**src/rtl/sr_latch_pkg.sv**
```systemverilog
package sr_latch_pkg;
  localparam int unsigned REG_W = 8;
  localparam int unsigned NUM_CMP = 2;
  localparam int unsigned SEL_PIN1_BIT = 6;
  localparam int unsigned SEL_PIN2_BIT = 7;
  localparam int unsigned SET_EN_BIT = 5;
  localparam int unsigned RST_EN_BIT = 4;
  localparam int unsigned PULSE_SET_BIT = 3;
  localparam int unsigned PULSE_RST_BIT = 2;

  typedef struct packed {
    logic sel_pin2;
    logic sel_pin1;
    logic set_en;
    logic rst_en;
  } srl_cfg_t;
endpackage

```
**src/rtl/srl_regs.sv**
```systemverilog
module srl_regs
  import sr_latch_pkg::*;
(
  input  logic             clk_i,
  input  logic             rst_ni,
  input  logic             wr_en_i,
  input  logic [REG_W-1:0] wr_data_i,
  output logic [REG_W-1:0] rd_data_o,
  output srl_cfg_t         cfg_o,
  output logic             pulse_set_o,
  output logic             pulse_rst_o
);
  srl_cfg_t cfg_q;
  logic     pset_q, prst_q;

  always_ff @(posedge clk_i or negedge rst_ni) begin
    if (!rst_ni) begin
      cfg_q  <= '0;
      pset_q <= 1'b0;
      prst_q <= 1'b0;
    end else begin
      pset_q <= wr_en_i & wr_data_i[PULSE_SET_BIT];
      prst_q <= wr_en_i & wr_data_i[PULSE_RST_BIT];
      if (wr_en_i) begin
        cfg_q.sel_pin2 <= wr_data_i[SEL_PIN2_BIT];
        cfg_q.sel_pin1 <= wr_data_i[SEL_PIN1_BIT];
        cfg_q.set_en   <= wr_data_i[SET_EN_BIT];
        cfg_q.rst_en   <= wr_data_i[RST_EN_BIT];
      end
    end
  end

  always_comb begin
    rd_data_o = '0;
    rd_data_o[SEL_PIN2_BIT] = cfg_q.sel_pin2;
    rd_data_o[SEL_PIN1_BIT] = cfg_q.sel_pin1;
    rd_data_o[SET_EN_BIT]   = cfg_q.set_en;
    rd_data_o[RST_EN_BIT]   = cfg_q.rst_en;
  end

  assign cfg_o       = cfg_q;
  assign pulse_set_o = pset_q;
  assign pulse_rst_o = prst_q;


  pulse_set_src_chk: assert property (@(posedge clk_i) disable iff (!rst_ni)
    pulse_set_o |-> $past(wr_en_i && wr_data_i[PULSE_SET_BIT]));

  pulse_rst_src_chk: assert property (@(posedge clk_i) disable iff (!rst_ni)
    pulse_rst_o |-> $past(wr_en_i && wr_data_i[PULSE_RST_BIT]));

  rd_hold_chk: assert property (@(posedge clk_i) disable iff (!rst_ni)
    !$past(wr_en_i) |-> $stable(rd_data_o));
endmodule

```
**src/rtl/srl_core.sv**
```systemverilog
module srl_core
  import sr_latch_pkg::*;
(
  input  logic     clk_i,
  input  logic     rst_ni,
  input  srl_cfg_t cfg_i,
  input  logic     cmp_set_i,
  input  logic     cmp_rst_i,
  input  logic     pulse_set_i,
  input  logic     pulse_rst_i,
  output logic     q_o
);
  logic set_req, rst_req, q_q;

  assign set_req = (cfg_i.set_en & cmp_set_i) | pulse_set_i;
  assign rst_req = (cfg_i.rst_en & cmp_rst_i) | pulse_rst_i;

  always_ff @(posedge clk_i or negedge rst_ni) begin
    if (!rst_ni)      q_q <= 1'b0;
    else if (rst_req) q_q <= 1'b0;  // reset dominates
    else if (set_req) q_q <= 1'b1;
  end

  assign q_o = q_q;


  rst_wins_chk: assert property (@(posedge clk_i) disable iff (!rst_ni)
    rst_req |=> !q_o);

  set_takes_chk: assert property (@(posedge clk_i) disable iff (!rst_ni)
    (set_req && !rst_req) |=> q_o);

  hold_chk: assert property (@(posedge clk_i) disable iff (!rst_ni)
    (!set_req && !rst_req) |=> $stable(q_o));

  reset_state_chk: assert property (@(posedge clk_i)
    !rst_ni |-> !q_o);
endmodule

```
**src/rtl/srl_pin_mux.sv**
```systemverilog
module srl_pin_mux
  import sr_latch_pkg::*;
#(
  parameter int unsigned NUM_PINS = NUM_CMP
) (
  input  logic [NUM_PINS-1:0] sel_q_i,
  input  logic                q_i,
  input  logic [NUM_PINS-1:0] cmp_i,
  output logic [NUM_PINS-1:0] pin_o
);
  for (genvar p = 0; p < NUM_PINS; p++) begin : g_pin
    assign pin_o[p] = sel_q_i[p] ? q_i : cmp_i[p];
  end
endmodule

```
**src/rtl/sr_latch_ctrl.sv**
```systemverilog
module sr_latch_ctrl
  import sr_latch_pkg::*;
(
  input  logic               clk_i,
  input  logic               rst_ni,
  input  logic               wr_en_i,
  input  logic [REG_W-1:0]   wr_data_i,
  output logic [REG_W-1:0]   rd_data_o,
  input  logic [NUM_CMP-1:0] cmp_i,
  output logic [NUM_CMP-1:0] cmp_status_o,
  output logic               latch_q_o,
  output logic [NUM_CMP-1:0] pin_o
);
  srl_cfg_t cfg;
  logic     pulse_set, pulse_rst;

  srl_regs u_regs (
    .clk_i      (clk_i),
    .rst_ni     (rst_ni),
    .wr_en_i    (wr_en_i),
    .wr_data_i  (wr_data_i),
    .rd_data_o  (rd_data_o),
    .cfg_o      (cfg),
    .pulse_set_o(pulse_set),
    .pulse_rst_o(pulse_rst)
  );

  srl_core u_core (
    .clk_i      (clk_i),
    .rst_ni     (rst_ni),
    .cfg_i      (cfg),
    .cmp_set_i  (cmp_i[0]),
    .cmp_rst_i  (cmp_i[1]),
    .pulse_set_i(pulse_set),
    .pulse_rst_i(pulse_rst),
    .q_o        (latch_q_o)
  );

  srl_pin_mux #(.NUM_PINS(NUM_CMP)) u_mux (
    .sel_q_i({cfg.sel_pin2, cfg.sel_pin1}),
    .q_i    (latch_q_o),
    .cmp_i  (cmp_i),
    .pin_o  (pin_o)
  );

  // status always shows raw comparator levels
  assign cmp_status_o = cmp_i;
endmodule

```
**config.mk**
```make
export PLATFORM = sky130hd
export DESIGN_NAME = sr_latch_ctrl
export DESIGN_NICKNAME = d
export VERILOG_FILES = /design/src/rtl/sr_latch_pkg.sv /design/src/rtl/srl_regs.sv /design/src/rtl/srl_core.sv /design/src/rtl/srl_pin_mux.sv /design/src/rtl/sr_latch_ctrl.sv
export SDC_FILE = /design/constraint.sdc
export NUM_CORES = 1
export LEC_CHECK = 0
export CORE_AREA = 2 2 39 41
export DETAILED_ROUTE_END_ITERATION = 6
export DIE_AREA = 0 0 41 43
export DONT_BUFFER_PORTS = 1
export GPL_TIMING_DRIVEN = 0
export PLACE_DENSITY = 0.42
export SETUP_SLACK_MARGIN = 0.02
export SLEW_MARGIN = 20
export SYNTH_ARGS = -nofsm -noshare
export SYNTH_HDL_FRONTEND = slang
export SYNTH_SLANG_ARGS = --single-unit
```
**constraint.sdc**
```tcl
create_clock -name clk_i -period 1.2 [get_ports clk_i]
set_input_delay 0.06 -clock clk_i [delete_from_list [all_inputs] [get_ports clk_i]]
set_output_delay 0.06 -clock clk_i [all_outputs]
set_load 0.05 [all_outputs]
```
==> out/metrics.yaml <==
yosys:
  synth_edf_count: 0
  async_reset_ff_frac: 1.000
  synth-main-ff-cell: "dfrtp_1"
  ys_types: 6
  yosys-top-cells-area: "dfrtp_1 55%, mux2_1 21%, buf_4 14%"
  synth_warnings: 0
  yosysSeqAreaShare: 0.5490
  syn_avg_cell_area_um2: 13.29
  synth_largest_area_cell: "dfrtp_1"
  synth_area_um2: 319.1
  synth.most_common_cell: "dfrtp_1"
  synth_top_area_share: 0.5490
  syn_inst: 24
  ys_top_cells_by_count: "7 x dfrtp_1, 6 x buf_4, 6 x mux2_1"
  ys_seq_elements: 7
clock_network:
  cts_sinks: 7
  insertion_delay_ns: 0.24
  clock-root-buffer: "clkbuf_4"
  path_clk_slew_ns: 0.05
  clock_path_buffers: 2
  cts_made_buffers: 3
  cts_tree: "built"
  htree_levels: 1
power:
  power_density_nw_per_um2: 1464
  power.leakage_nw: 0.2238
  peakVddDrop_v: 0.0006289
critical_path:
  worst-setup-path-type: "flip-flop to output port"
  critPathLaunchType: "flip-flop"
  crit_path_end_kind: "output port"
  worst_ep_arrival_time_ns: 1.20
  path_buf_inv: 0
  path_max_fanout: 3
  path_cells: "mux2_4"
  crit_family: "flip-flops"
  slowest_delay_ns: 0.53
  crit_slowest_cell: "dfrtp_2"
  required_ns: 1.14
global_routing:
  met2_usage: 0.1438
  use_met3: 0.03141
  top_usage_layer: "met2"
  use_met1: 0.07333
  grt_max_degree: 8
  grtUsageTotal: 0.08731
  grt_pass1_vias: 237
  grt_pass1_wl_um: 959
  grt.overflow.total: 0
  antenna_found_initial: 0
timing:
  setup_viol: 2
  maxSlewViolCount: 0
  max_freq_mhz: 795.2
  setup_slack_ns: -0.05760
  min_period_ns: 1.258
  hold_viol_final: 0
  rsz0062_at_grt: "true"
  fin_crit_sh: 1.048
  skew_ns: 0.002025
routing:
  drtIter0Drc: 1
  drt_first_pass_iters: 2
  detail_route.wl_per_cell_um: 11.04
  drc_errors: 0
  vias: 216
  ant_nets: 0
  vias_per_cell: 3.789
  routed_wl_um: 629
floorplan:
  fp.dieW_um: 41
  die_h_um: 43
  design.die.area_um2: 1763
  core_area_um2: 1384
  row_count: 14
  io_pins: 26
  start_util: 0.2306
cells_and_area:
  area_growth_pct: 53.33
  n_antenna_cell: 0
  instances_no_fill: 57
  drive_gt1_frac: 0.3659
  nNetsFinal: 55
hold_path:
  min_path_type: "input pin to flip-flop"
status:
  status: "finished, violations left"
  violations: "setup timing"
place:
  dp.cells: 43
  place.gp.congestion: 0.6349
  port_buffers: 0
  dp_slack_ns: 0.02466
run:
  cap_violations: 0
## stage by stage
stage	setup TNS, ns	cell area (um^2)	utilization	power, W	hold slack (ns)
final	-0.1144	489.2	0.3535	0.0007160	0.07836
after global placement	0	352.8	0.2550	0.0004723	-0.2354
after global routing	-0.1800	489.2	0.3535	0.0007598	0.1198
after detailed placement	0	352.8	0.2550	0.0004733	-0.2354
after CTS	-0.1408	488.0	0.3526	0.0007289	0.07525
after floorplan	0	332.8	-	0.0004628	-0.2356
## area by class of cell
class	instances	area, um^2
Multi-Input combinational cell	14	117.6
Timing Repair Buffer	10	100.1
Buffer	6	45.04
Fill cell	139	894.6
Tap cell	16	20.02
Sequential cell	7	180.2
Clock buffer	4	26.28
## flip-flops by register name (all words and copies together), names as in the netlist
register            count
u_core.q_o              1
u_regs.pulse_set_o      1
u_regs.cfg_o            4
u_regs.pulse_rst_o      1
## worst paths after layout
path,slack (ns),from,to,depth (start not counted)
setup / recovery,-0.06,u_regs.cfg_o[2],pin_o[0],1
hold / removal,0.08,cmp_i[0],u_core.q_o,2
setup reg to reg,0.15,u_regs.cfg_o[0],u_regs.cfg_o[0],1
hold reg to reg,0.41,u_regs.pulse_rst_o,u_core.q_o,1
max in group asynchronous,0.80,rst_ni,u_core.q_o,1
min in group asynchronous,0.14,rst_ni,u_regs.pulse_rst_o,1
## layout by cell type, fill, tap and decap left out, drive strengths merged
cell type | Yosys | final
a211oi | 2 | 2
and2 | 2 | 2
buf | 6 | 6
clkbuf | 0 | 4
conb | 1 | 4
dfrtp | 7 | 7
dlygate4sd3 | 0 | 10
mux2 | 6 | 6
## report_power, final
group,internal [W],switching [W]
clock,0.000126,0.0000796
sequential,0.000260,0.0000862
combinational,0.0000650,0.0000985
## routing by layer
metal | wire length [um] | up-vias | share of wire
li1 | - | 105 | -
met3 | 39 | 0 | 0.062
met5 | 0 | - | 0
met4 | 0 | 0 | 0
met1 | 216 | 103 | 0.34
met2 | 373 | 8 | 0.59
## cells by family (layout without fill, tap and decap cells)
| kind of cell | count (synthesis) | count (layout) | synth area share |
|---|---|---|---|
| other | 1 | 4 | 0.01175 |
| and+or+nand+nor | 2 | 2 | 0.03921 |
| buffers and inverters | 6 | 20 | 0.1412 |
| AOI/OAI and AO/OA | 2 | 2 | 0.04705 |
| DFF | 7 | 7 | 0.5490 |
| muxes | 6 | 6 | 0.2117 |
## repair_timing
| action | CTS | global route |
|---|---|---|
| setup buffers | 0 | 0 |
| endpoints found under the setup margin | 2 | 3 |
| hold buffers | 10 | 0 |
| endpoints found under the hold margin | 14 | 0 |
| resized for setup | 3 | 1 |
Power figures use the tool's default switching activity.
